**config.mk**
```make
export PLATFORM = sky130hd
export DESIGN_NAME = sd_cmd_engine
export DESIGN_NICKNAME = d
export VERILOG_FILES = /design/src/rtl/sd_cmd_pkg.sv /design/src/rtl/sd_frame_mux.sv /design/src/rtl/sd_poll_timer.sv /design/src/rtl/sd_trail_capture.sv /design/src/rtl/sd_cmd_engine.sv
export SDC_FILE = /design/constraint.sdc
export NUM_CORES = 1
export LEC_CHECK = 0
export CAP_MARGIN = 20
export CORE_ASPECT_RATIO = 1.1
export CORE_UTILIZATION = 60
export DETAILED_ROUTE_END_ITERATION = 8
export DONT_BUFFER_PORTS = 1
export PLACE_DENSITY_LB_ADDON = 0.2
export SYNTH_ARGS = -nofsm -noshare
export SYNTH_HDL_FRONTEND = slang
export SYNTH_HIERARCHICAL = 1
export SYNTH_SLANG_ARGS = --single-unit
export TNS_END_PERCENT = 50
```
**constraint.sdc**
```tcl
create_clock -name clk -period 3.4 [get_ports clk]
set_input_delay 0.68 -clock clk [delete_from_list [all_inputs] [get_ports clk]]
set_output_delay 0.68 -clock clk [all_outputs]
set_load 0.02 [all_outputs]
```
**src/rtl/sd_cmd_pkg.sv**
```systemverilog
// Package: shared constants, state type and helper for the SD command engine.
// Assumes the SPI-mode command frame of start bits, index, 32-bit argument and CRC.
package sd_cmd_pkg;

    localparam int          ARG_BYTES   = 4;
    localparam logic [7:0]  FILL_BYTE   = 8'hFF;
    localparam logic [7:0]  CRC_GENERIC = 8'h95;
    localparam logic [7:0]  CRC_IFCOND  = 8'h87;
    localparam logic [5:0]  IDX_IFCOND  = 6'd8;
    localparam logic [5:0]  IDX_OCR     = 6'd58;
    localparam logic [1:0]  START_BITS  = 2'b01;

    typedef enum logic [2:0] {
        ST_IDLE,
        ST_FRAME,
        ST_POLL,
        ST_TRAIL,
        ST_TAIL
    } eng_state_t;

    // True for commands whose response carries a trailing word.
    function automatic logic has_trailer(input logic [5:0] idx);
        return (idx == IDX_IFCOND) || (idx == IDX_OCR);
    endfunction

endpackage

```
**src/rtl/sd_frame_mux.sv**
```systemverilog
// Selects one byte of the command frame by position.
// Assumes sel counts 0..ARG_BYTES+1; positions beyond the argument give the CRC.
module sd_frame_mux
    import sd_cmd_pkg::*;
#(
    parameter int NBYTES = ARG_BYTES,
    localparam int SELW  = $clog2(NBYTES + 2)
) (
    input  logic [5:0]          idx,
    input  logic [8*NBYTES-1:0] arg,
    input  logic [SELW-1:0]     sel,
    output logic [7:0]          frame_byte
);

    logic [7:0] arg_b [NBYTES];
    logic [7:0] crc_b;

    // Split the argument into bytes, most significant first.
    for (genvar g = 0; g < NBYTES; g++) begin : g_split
        assign arg_b[g] = arg[8*(NBYTES-1-g) +: 8];
    end

    // Fixed check byte: one value for the interface-condition command.
    assign crc_b = (idx == IDX_IFCOND) ? CRC_IFCOND : CRC_GENERIC;

    // Byte selection by frame position.
    always_comb begin
        frame_byte = crc_b;
        for (int i = 0; i < NBYTES; i++) begin
            if (sel == SELW'(i + 1)) frame_byte = arg_b[i];
        end
        if (sel == '0) frame_byte = {START_BITS, idx};
    end

endmodule

```
**src/rtl/sd_poll_timer.sv**
```systemverilog
// Counts poll bytes that carried no response and flags the final allowed one.
// Assumes step is pulsed once per completed non-matching poll exchange.
module sd_poll_timer #(
    parameter int LIMIT = 5000,
    localparam int CW   = $clog2(LIMIT + 1)
) (
    input  logic clk,
    input  logic rst_n,
    input  logic clear,
    input  logic step,
    output logic at_last
);

    logic [CW-1:0] cnt;

    // Poll counter, cleared at each command start.
    always_ff @(posedge clk) begin
        if (!rst_n || clear) cnt <= '0;
        else if (step)       cnt <= cnt + 1'b1;
    end

    // The poll now in flight is the LIMIT-th one.
    assign at_last = (cnt == CW'(LIMIT - 1));

endmodule

```
**src/rtl/sd_trail_capture.sv**
```systemverilog
// Shifts in trailing response bytes, first byte ending up most significant.
// Assumes shift is pulsed once per completed trailer exchange.
module sd_trail_capture #(
    parameter int BYTES = 4,
    localparam int CW   = (BYTES > 1) ? $clog2(BYTES) : 1
) (
    input  logic               clk,
    input  logic               rst_n,
    input  logic               clear,
    input  logic               shift,
    input  logic [7:0]         din,
    output logic [8*BYTES-1:0] word,
    output logic               last
);

    logic [CW-1:0] cnt;

    // Word shift register and byte counter.
    always_ff @(posedge clk) begin
        if (!rst_n || clear) begin
            word <= '0;
            cnt  <= '0;
        end else if (shift) begin
            word <= {word[8*BYTES-9:0], din};
            cnt  <= cnt + 1'b1;
        end
    end

    // Current exchange delivers the final trailer byte.
    assign last = (cnt == CW'(BYTES - 1));

endmodule

```
**src/rtl/sd_cmd_engine.sv**
```systemverilog
// Issues one SD SPI-mode command through a byte shifter and gathers the reply.
// Assumes the shifter holds spi_ack for one cycle per exchange with spi_rx valid.
module sd_cmd_engine
    import sd_cmd_pkg::*;
#(
    parameter int POLL_LIMIT  = 5000,
    parameter int TRAIL_BYTES = 4
) (
    input  logic                     clk,
    input  logic                     rst_n,
    input  logic                     start,
    input  logic [5:0]               cmd_idx,
    input  logic [8*ARG_BYTES-1:0]   cmd_arg,
    input  logic                     hold_cs,
    output logic                     busy,
    output logic                     done,
    output logic [7:0]               r1,
    output logic [8*TRAIL_BYTES-1:0] trail,
    output logic                     timeout,
    output logic                     cs_n,
    output logic                     spi_req,
    output logic [7:0]               spi_tx,
    input  logic                     spi_ack,
    input  logic [7:0]               spi_rx
);

    localparam int FRAME_LEN = ARG_BYTES + 2;
    localparam int FW        = $clog2(FRAME_LEN);

    eng_state_t             state;
    logic [FW-1:0]          fidx;
    logic                   gap_q;
    logic                   cs_q;
    logic                   done_q;
    logic                   to_q;
    logic [7:0]             r1_q;
    logic [5:0]             idx_q;
    logic [8*ARG_BYTES-1:0] arg_q;
    logic                   hold_q;
    logic [7:0]             frame_byte;
    logic                   xfer;
    logic                   accept;
    logic                   poll_last;
    logic                   trail_last;
    logic                   rx_valid;

    assign accept   = (state == ST_IDLE) && start;
    assign xfer     = spi_req && spi_ack;
    assign rx_valid = !spi_rx[7];

    sd_frame_mux #(.NBYTES(ARG_BYTES)) u_frame (
        .idx        (idx_q),
        .arg        (arg_q),
        .sel        (fidx),
        .frame_byte (frame_byte)
    );

    sd_poll_timer #(.LIMIT(POLL_LIMIT)) u_poll (
        .clk     (clk),
        .rst_n   (rst_n),
        .clear   (accept),
        .step    ((state == ST_POLL) && xfer && !rx_valid),
        .at_last (poll_last)
    );

    sd_trail_capture #(.BYTES(TRAIL_BYTES)) u_trail (
        .clk   (clk),
        .rst_n (rst_n),
        .clear (accept),
        .shift ((state == ST_TRAIL) && xfer),
        .din   (spi_rx),
        .word  (trail),
        .last  (trail_last)
    );

    // Main sequencer: frame, poll, trailer, release byte.
    always_ff @(posedge clk) begin
        if (!rst_n) begin
            state  <= ST_IDLE;
            fidx   <= '0;
            gap_q  <= 1'b0;
            cs_q   <= 1'b1;
            done_q <= 1'b0;
            to_q   <= 1'b0;
            r1_q   <= FILL_BYTE;
            idx_q  <= '0;
            arg_q  <= '0;
            hold_q <= 1'b0;
        end else begin
            done_q <= 1'b0;
            gap_q  <= xfer;
            unique case (state)
                ST_IDLE: begin
                    if (start) begin
                        idx_q  <= cmd_idx;
                        arg_q  <= cmd_arg;
                        hold_q <= hold_cs;
                        cs_q   <= 1'b0;
                        fidx   <= '0;
                        r1_q   <= FILL_BYTE;
                        to_q   <= 1'b0;
                        state  <= ST_FRAME;
                    end
                end
                ST_FRAME: begin
                    if (xfer) begin
                        if (fidx == FW'(FRAME_LEN - 1)) state <= ST_POLL;
                        else                             fidx  <= fidx + 1'b1;
                    end
                end
                ST_POLL: begin
                    if (xfer) begin
                        if (rx_valid) begin
                            r1_q <= spi_rx;
                            if (has_trailer(idx_q)) begin
                                state <= ST_TRAIL;
                            end else if (hold_q) begin
                                done_q <= 1'b1;
                                state  <= ST_IDLE;
                            end else begin
                                cs_q  <= 1'b1;
                                state <= ST_TAIL;
                            end
                        end else if (poll_last) begin
                            to_q  <= 1'b1;
                            cs_q  <= 1'b1;
                            state <= ST_TAIL;
                        end
                    end
                end
                ST_TRAIL: begin
                    if (xfer && trail_last) begin
                        if (hold_q) begin
                            done_q <= 1'b1;
                            state  <= ST_IDLE;
                        end else begin
                            cs_q  <= 1'b1;
                            state <= ST_TAIL;
                        end
                    end
                end
                ST_TAIL: begin
                    if (xfer) begin
                        done_q <= 1'b1;
                        state  <= ST_IDLE;
                    end
                end
                default: state <= ST_IDLE;
            endcase
        end
    end

    // Output drive: request only in transfer states outside the gap cycle.
    assign busy    = (state != ST_IDLE);
    assign spi_req = busy && !gap_q;
    assign spi_tx  = (state == ST_FRAME) ? frame_byte : FILL_BYTE;
    assign cs_n    = cs_q;
    assign done    = done_q;
    assign r1      = r1_q;
    assign timeout = to_q;

endmodule

```
# ---- After elaboration in Yosys (flattened, before gate mapping)
# Cells that the tools add are included.
dict set report classes {
  mux 44
  n_addsub 3
  reduce_logical 23
  eq_ne 25
}
# op n
set ops {}
lappend ops {{two-way mux 8 bit} 9}
lappend ops {{two-way mux 3 bit} 13}
lappend ops {{!= test 2 bit, second input constant} 9}
lappend ops {{case mux 8 bit (2 select lines)} 1}
lappend ops {{two-way mux 1 bit} 15}
lappend ops {{case mux 3 bit (5 select lines)} 1}
lappend ops {{adder 13 x 1 -> 13 bit, second input constant} 1}
lappend ops {{== test 13 bit, second input constant} 1}
lappend ops {{== test 3 x 2 -> 1 bit, second input constant} 4}
lappend ops {{== test 3 bit, second input constant} 3}
lappend ops {{AND reduction 4 bit} 2}
lappend ops {{logical AND 1 bit} 7}
lappend ops {{AND reduction 7 bit} 1}
lappend ops {{== test 3 x 1 -> 1 bit, second input constant} 2}
lappend ops {{== test 6 x 4 -> 1 bit, second input constant} 1}
lappend ops {{== test 6 bit, second input constant} 1}
lappend ops {{logical NOT 3 bit} 2}
lappend ops {{!= test 3 bit, second input constant} 2}
lappend ops {{case mux 1 bit (3 select lines)} 2}
lappend ops {{case mux 3 bit (2 select lines)} 1}
lappend ops {{AND reduction 6 bit} 1}
lappend ops {{nonzero test 3 bit} 2}
lappend ops {{two-way mux 5 bit} 1}
lappend ops {{AND reduction 5 bit} 1}
lappend ops {{9 further kinds} 12}
dict set report totals {
  inputBits 51
  elab_cells 108
  output_inout_bits 53
  reg_bits 104
}

# ---- Depth between registers and ports, before layout
# Gate-level depths: netlist of run 1.
dict set report logic_depth {
  depth_word 8
  mapped_depth 8
  ltp_nobuf 6
}

# ---- By module
# Netlist of run 1, hierarchy kept.
# mod instances cells_each area_each_um2
set modules_own_cells {}
lappend modules_own_cells {sd_cmd_engine 1 287 2328.5}
lappend modules_own_cells {sd_trail_capture 1 112 1260.0}
lappend modules_own_cells {sd_poll_timer 1 72 645.6}
lappend modules_own_cells {sd_frame_mux 1 56 375.4}

# ---- Worst setup path before layout of run 1
# Ideal clock, no wire load.
dict set report synth_path {
  path_type {reg-to-output}
  start {register idx_q[0]}
  end {output spi_tx[4]}
  t_arrival_ns 1.868
  setup_slack_ns 0.852
  n_path_buf 0
  path_stages_with_launch 5
  cell_sequence {dfxtp_1 or4b_1 or4_1 a311o_1 or2_2}
}
dict set report synth_between {
  elab_chain_len 8
}
# item line_no
set synth_rtl {}
lappend synth_rtl {{start, declared} sd_cmd_engine.sv:37} ;# logic [5:0] idx_q;
lappend synth_rtl {{start signal, assigned} sd_cmd_engine.sv:95} ;# idx_q <= cmd_idx;
lappend synth_rtl {{== test 6 x 4 -> 1 bit} sd_frame_mux.sv:24} ;# assign crc_b = (idx == IDX_IFCOND) ? CRC_IFCOND : CRC_GENERIC;
lappend synth_rtl {{two-way mux 5 bit} sd_frame_mux.sv:24}
lappend synth_rtl {{two-way mux 8 bit (4 in a row)} sd_frame_mux.sv:30} ;# if (sel == SELW'(i + 1)) frame_byte = arg_b[i];
lappend synth_rtl {{two-way mux 8 bit} sd_frame_mux.sv:32} ;# if (sel == '0) frame_byte = {START_BITS, idx};
lappend synth_rtl {{via frame_byte[4]} sd_cmd_engine.sv:40} ;# logic [7:0] frame_byte;
lappend synth_rtl {{two-way mux 8 bit} sd_cmd_engine.sv:156} ;# assign spi_tx = (state == ST_FRAME) ? frame_byte : FILL_BYTE;
lappend synth_rtl {{end, declared} sd_cmd_engine.sv:22} ;# output logic [7:0] spi_tx,
# The timed path passes the listed nets, and every way through them passes these cells.

# ---- Worst setup path in the final report of run 1
# Ends and elaborated chain as after synthesis.

==> run summary, run 1 <==
Max Freq - 326 MHz
number of I/O pins - 104
post-synth top area share - 0.452
final hold viol count - 0
clock skew - 0.0127 ns
synthesized flop and latch total - 104
die area - 0.00804 sq mm
crit path launch - idx_q[0]
DRC - 0
initial core utilization - 0.620
worst setup margin - 0.329 ns
P&R area growth vs syn - 3.34%
Post-synth EDFFs - 0
RD Place Congestion - 0.866
CP Capture Point - spi_tx[4]
CP Class - reg -> out
syn_area_per_cell - 8.75 sq um
Worst EP arrival - 2.39 ns
1st-iter DRT viols - 283
Die H - 93.9 um
CTS buffer count - 9
IO Port Bufs - 0
slew margin rel. - 0.507
Resize count post-CTS - 0
H-tree levels - 3
max-cap violations - 0
Crit-path slowest cell - or4b_1
setup TNS - 0 ns
cells after synthesis - 527
wire per inst - 15.8 um
delay-heaviest family, CP - simple AND/OR/NAND/NOR gates
WP buf/inv - 0
Cell Area, Synth - 0.00461 sq mm
period utilization - 0.903
Congestion Overflow GR - 0
synth cell count leaders - 104 x dfxtp_1, 100 x nand2_1, 56 x a21oi_1, 52 x nor2_1, 50 x mux2i_1
worst min path class - in -> reg
Final ANT Viol Nets - 0
Pre-Repair DR Iteration Count - 4
number of fill cells - 638
Die Span X - 85.6 um
hold_buf cts - 0
dominant cell type by area after synthesis - dfxtp_1
Max Buffers Root-to-Sink - 2
gr usage total - 0.245
DP Area - 0.00456 sq mm
CTS clk-pin slew, worst paths - 0.10 ns
most used flip-flop cell after synthesis - dfxtp_1
slowest stage delay, CP - 0.54 ns
WL final - 9.55 mm
drt via density - 5.93
CP endpoint kind - output port
FF-to-FF End - fidx[2]
fin crit period - 3.07 ns
CTS tree - done
Area contributors post-synth - dfxtp_1 45%, mux2i_1 11%, nand2_1 8.1%
vias in the first global route - 3,253
asr flop ratio synth - 0
pre-CTS worst setup slack - 0.727 ns
CP Depth - 4
status - finished, final reports clean
pin count of the biggest net entering global routing - 43
Syn Nets - 582
Worst Path Max Fanout - 4
Synth cell types - 58
Pwr per Cell Area - 517 mW/mm^2
CTS root buf - clkbuf_8
crit path launch type - register
Final Instance Area - 0.00476 sq mm
via count - 3,574
RSZ-0062 raised after global routing - false
r2r setup slk - 0.82 ns
final slew viol count - 0
initial antenna violation count - 0
later-pin clock latency in the skew report - 0.37 ns
worst-path cell chain - or4b_1, or4_1, a311o_1, or2_2
diode count - 0
clock sink count - 104
Rows - 33
Post-DP HPWL - 6.85 mm
setup violators final - 0
first-pass GRT wire length - 15.6 mm
Worst Path Required - 2.72 ns
register area share after synthesis - 0.452
Nets - 566
CORE AREA - 0.00743 sq mm
R2R depth - 6
worst vdd ir - 0.282 mV
Slew @ Worst Pin - 0.737 ns
hold slack - 0.417 ns
worst r2r src - state[0]
buffer count from post-CTS setup fixing - 0
Pleak - 1.63 nW
count leader, synth - dfxtp_1
Synthesis Warnings - 6
share of cells above drive strength 1 - 0.0775
where the power goes:
part / total [mW] / switching (mW) / internal, mW
logic: 0.353 / 0.233 / 0.120
clock network: 0.759 / 0.467 / 0.292
registers: 1.35 / 0.0684 / 1.28
per-layer routing:
| metal | vias to the layer above | part of all wire | track usage |
|---|---|---|---|
| met5 | - | 0 | 0 |
| met4 | 0 | 0.020 | 0.104 |
| met3 | 15 | 0.067 | 0.0598 |
| met2 | 102 | 0.47 | 0.382 |
| met1 | 1669 | 0.44 | 0.324 |
| li1 | 1788 | - | - |
registers in the layout, summed over array words and instances (netlist names), 2 cells and up:
register,count
state,3
arg_q,32
r1,8
u_trail/word,32
u_trail/cnt,2
u_poll/cnt,13
idx_q,6
fidx,3
worst min path at each step:
stage / start / to / slack (ns) / cells after the start
4_1_cts: rst_n / cs_n / 0.40 / 1
6_report: rst_n / cs_n / 0.42 / 1
5_1_grt: rst_n / cs_n / 0.42 / 1
3_5_place_dp: arg_q[6] / arg_q[6] / 0.45 / 2
3_3_place_gp: arg_q[3] / arg_q[3] / 0.44 / 2
2_1_floorplan: arg_q[4] / arg_q[4] / 0.43 / 2
cell usage in the layout, fill, tap and decap left out, types with 8 or more instances in the layout:
master,synthesis,final
clkbuf_8,0,9
nor2_1,52,51
nand2b_1,8,8
dfxtp_1,104,104
mux2i_1,50,50
a21oi_1,56,56
inv_1,8,8
nand2_1,100,100
or2_2,9,9
area by class of cell:
cell class                 count  area (sq um)  area share
tap                           87           109      0.0229
inverter                       9          33.8     0.00709
multi-input combinational    380          2290       0.480
clock inverter                 7          75.1      0.0158
timing repair buffer           7          52.6      0.0110
clock buffer                   9           124      0.0260
sequential                   104          2080       0.437
kinds of logic (layout without fill, tap and decap cells):
group	Yosys count	count (layout)	synth area share
compound gates	100	100	0.136
xor+xnor	6	6	0.0114
fa+ha+maj	4	4	0.0109
buf+inv	43	32	0.0537
flops	104	104	0.452
mux	52	52	0.113
simple gates	218	218	0.223
metrics by stage:
stage                util  cells  power, mW
CTS                 0.641    603       2.48
global route        0.641    603       2.58
global placement    0.614    587       1.72
detailed placement  0.614    587       1.73
finish              0.641    603       2.46
floorplan               -    527       1.66
worst reg2reg max path, delay by kind of cell (launching register included):
family | cells | cell delay [ns]
multiplexers | 1 | 0.16
AND/OR/NAND/NOR | 3 | 0.91
flip-flops | 1 | 0.59
buffers and inverters | 2 | 0.87
Power figures use the tool's default switching activity.
==> run 2: changes to the inputs <==
--- a/config.mk
+++ b/config.mk
@@ -7,7 +7,8 @@
 export LEC_CHECK = 0
 export CAP_MARGIN = 20
 export CORE_ASPECT_RATIO = 1.1
-export CORE_UTILIZATION = 60
+export CORE_UTILIZATION = 58
+export CTS_CLUSTER_DIAMETER = 60
 export DETAILED_ROUTE_END_ITERATION = 8
 export DONT_BUFFER_PORTS = 1
 export PLACE_DENSITY_LB_ADDON = 0.2
==> run summary, run 2 (same netlist as run 1, synthesis figures left out) <==
DP Area - 0.00459 sq mm (was 0.00456 sq mm)
CTS clk-pin slew, worst paths - 0.10 ns (about the same)
pin count of the biggest net entering global routing - 42 (was 43)
Max Buffers Root-to-Sink - 2 (unchanged)
max-cap violations - 0 (unchanged)
die area - 0.00831 sq mm (was 0.00804 sq mm)
hold slack - 0.404 ns (was 0.417 ns)
final slew viol count - 0 (unchanged)
crit path launch type - register (unchanged)
P&R area growth vs syn - 4.42% (was 3.34%)
fin crit period - 3.08 ns (was 3.07 ns)
DRC - 0 (unchanged)
CTS buffer count - 9 (unchanged)
Power, Total - 2.54 mW (was 2.46 mW)
layer with the highest usage - met2 (unchanged)
most frequent cells in the layout - 104 x dfxtp_1, 100 x nand2_1, 56 x a21oi_1, 51 x nor2_1, 50 x mux2i_1 (unchanged)
footprint of the multi-input gates - 0.00229 sq mm (unchanged)
Worst Path Required - 2.72 ns (about the same)
initial antenna violation count - 0 (unchanged)
hold_buf cts - 0 (unchanged)
first-pass GRT wire length - 15.5 mm (was 15.6 mm)
Post-DP HPWL - 7.01 mm (was 6.85 mm)
setup TNS - 0 ns (unchanged)
drt via density - 5.79 (was 5.93)
number of fill cells - 686 (was 638)
clock skew - 0.0144 ns (was 0.0127 ns)
routing usage on met3 - 0.0597 (was 0.0598)
CP Class - reg -> out (unchanged)
Rows - 33 (unchanged)
RSZ-0062 raised after global routing - false (unchanged)
IO Port Bufs - 0 (unchanged)
commonest non-fill, non-tap cell in the layout - dfxtp_1 (unchanged)
Worst EP arrival - 2.40 ns (was 2.39 ns)
1st-iter DRT viols - 270 (was 283)
Final Instance Area - 0.00481 sq mm (was 0.00476 sq mm)
RD Place Congestion - 0.935 (was 0.866)
Congestion Overflow GR - 0 (unchanged)
largest registers - arg_q (32), u_trail/word (32), u_poll/cnt (13) (unchanged)
clock sink count - 104 (unchanged)
CORE AREA - 0.00756 sq mm (was 0.00743 sq mm)
Final ANT Viol Nets - 0 (unchanged)
slew margin rel. - 0.457 (was 0.507)
worst vdd ir - 0.348 mV (was 0.282 mV)
Pwr per Cell Area - 527 mW/mm^2 (was 517 mW/mm^2)
status - finished, final reports clean (unchanged)
Worst Path Max Fanout - 17 (was 4)
initial core utilization - 0.610 (was 0.620)
via count - 3,602 (was 3,574)
Die Span X - 87 um (was 85.6 um)
Max Freq - 325 MHz (was 326 MHz)
final hold viol count - 0 (unchanged)
period utilization - 0.906 (was 0.903)
CTS tree - done (unchanged)
number of I/O pins - 104 (unchanged)
WL final - 9.76 mm (was 9.55 mm)
Die H - 95.5 um (was 93.9 um)
CP endpoint kind - output port (unchanged)
M1 GR Usage - 0.303 (was 0.324)
setup violators final - 0 (unchanged)
diode count - 0 (unchanged)
Resize count post-CTS - 0 (unchanged)
Pleak - 1.65 nW (was 1.63 nW)
later-pin clock latency in the skew report - 0.38 ns (was 0.37 ns)
Nets - 567 (was 566)
buffer count from post-CTS setup fixing - 0 (unchanged)
grt met2 use - 0.398 (was 0.382)
vias in the first global route - 3,273 (was 3,253)
Pre-Repair DR Iteration Count - 4 (unchanged)
CTS root buf - clkbuf_8 (unchanged)
wire per inst - 15.7 um (was 15.8 um)
H-tree levels - 3 (unchanged)
Reg area - 0.00208 sq mm (unchanged)
worst min path class - in -> reg (unchanged)
gr usage total - 0.242 (was 0.245)
share of cells above drive strength 1 - 0.0793 (was 0.0775)
Slew @ Worst Pin - 0.813 ns (was 0.737 ns)
==> run 2: cell types whose count changed in the layout (fill, tap and decap cells not counted) <==
cell	change
bufinv_16	+1
inv_8	-1
inv_6	+1
buf_4	+1
clkinvlp_4	-1
==> run 2: layout make-up <==
type / count / share of cell area
clock buffer: 9 / 0.0257
clock inverter: 7 / 0.0198
inverter: 9 / 0.00702
multi-input combinational: 380 / 0.475
sequential: 104 / 0.433
tap: 105 / 0.0273
timing repair buffer: 8 / 0.0125
==> run 2: worst max-delay path: stages, from the launching register on <==
cell and delay, ns:
dfxtp_1 0.66, nor2_1 0.14, or4_1 0.53, a311o_1 0.34
or2_2 0.36
==> run 2: stage by stage <==
stage / util / instances / worst slack [ns]
after CTS: 0.637 / 622 / 0.324
after floorplan: - / 527 / 0.852
after global placement: 0.608 / 606 / 0.758
final: 0.637 / 622 / 0.320
after global routing: 0.637 / 622 / 0.201
after detailed placement: 0.608 / 606 / 0.736
==> run 2: worst paths after layout <==
check / startpoint / endpoint / slack [ns] / cells after the start
worst min-delay path: rst_n / cs_n / 0.40 / 1
worst max-delay path: fidx[1] / spi_tx[4] / 0.32 / 4
worst min register to register: arg_q[19] / arg_q[19] / 0.46 / 2
worst max register to register: state[0] / u_poll/cnt[11] / 0.93 / 7
==> run 2: layer usage <==
metal	part of all wire	up-vias	wire (um)
met2	0.48	102	4710
li1	-	1796	-
met3	0.068	13	664
met4	0.015	0	144
met1	0.43	1691	4240
met5	0	-	0
==> run 2: where the power goes <==
part / total [mW] / internal [mW] / switching, mW
sequential: 1.35 / 1.28 / 0.0694
clock: 0.831 / 0.364 / 0.468
combinational: 0.355 / 0.121 / 0.235
total: 2.54 / 1.77 / 0.772
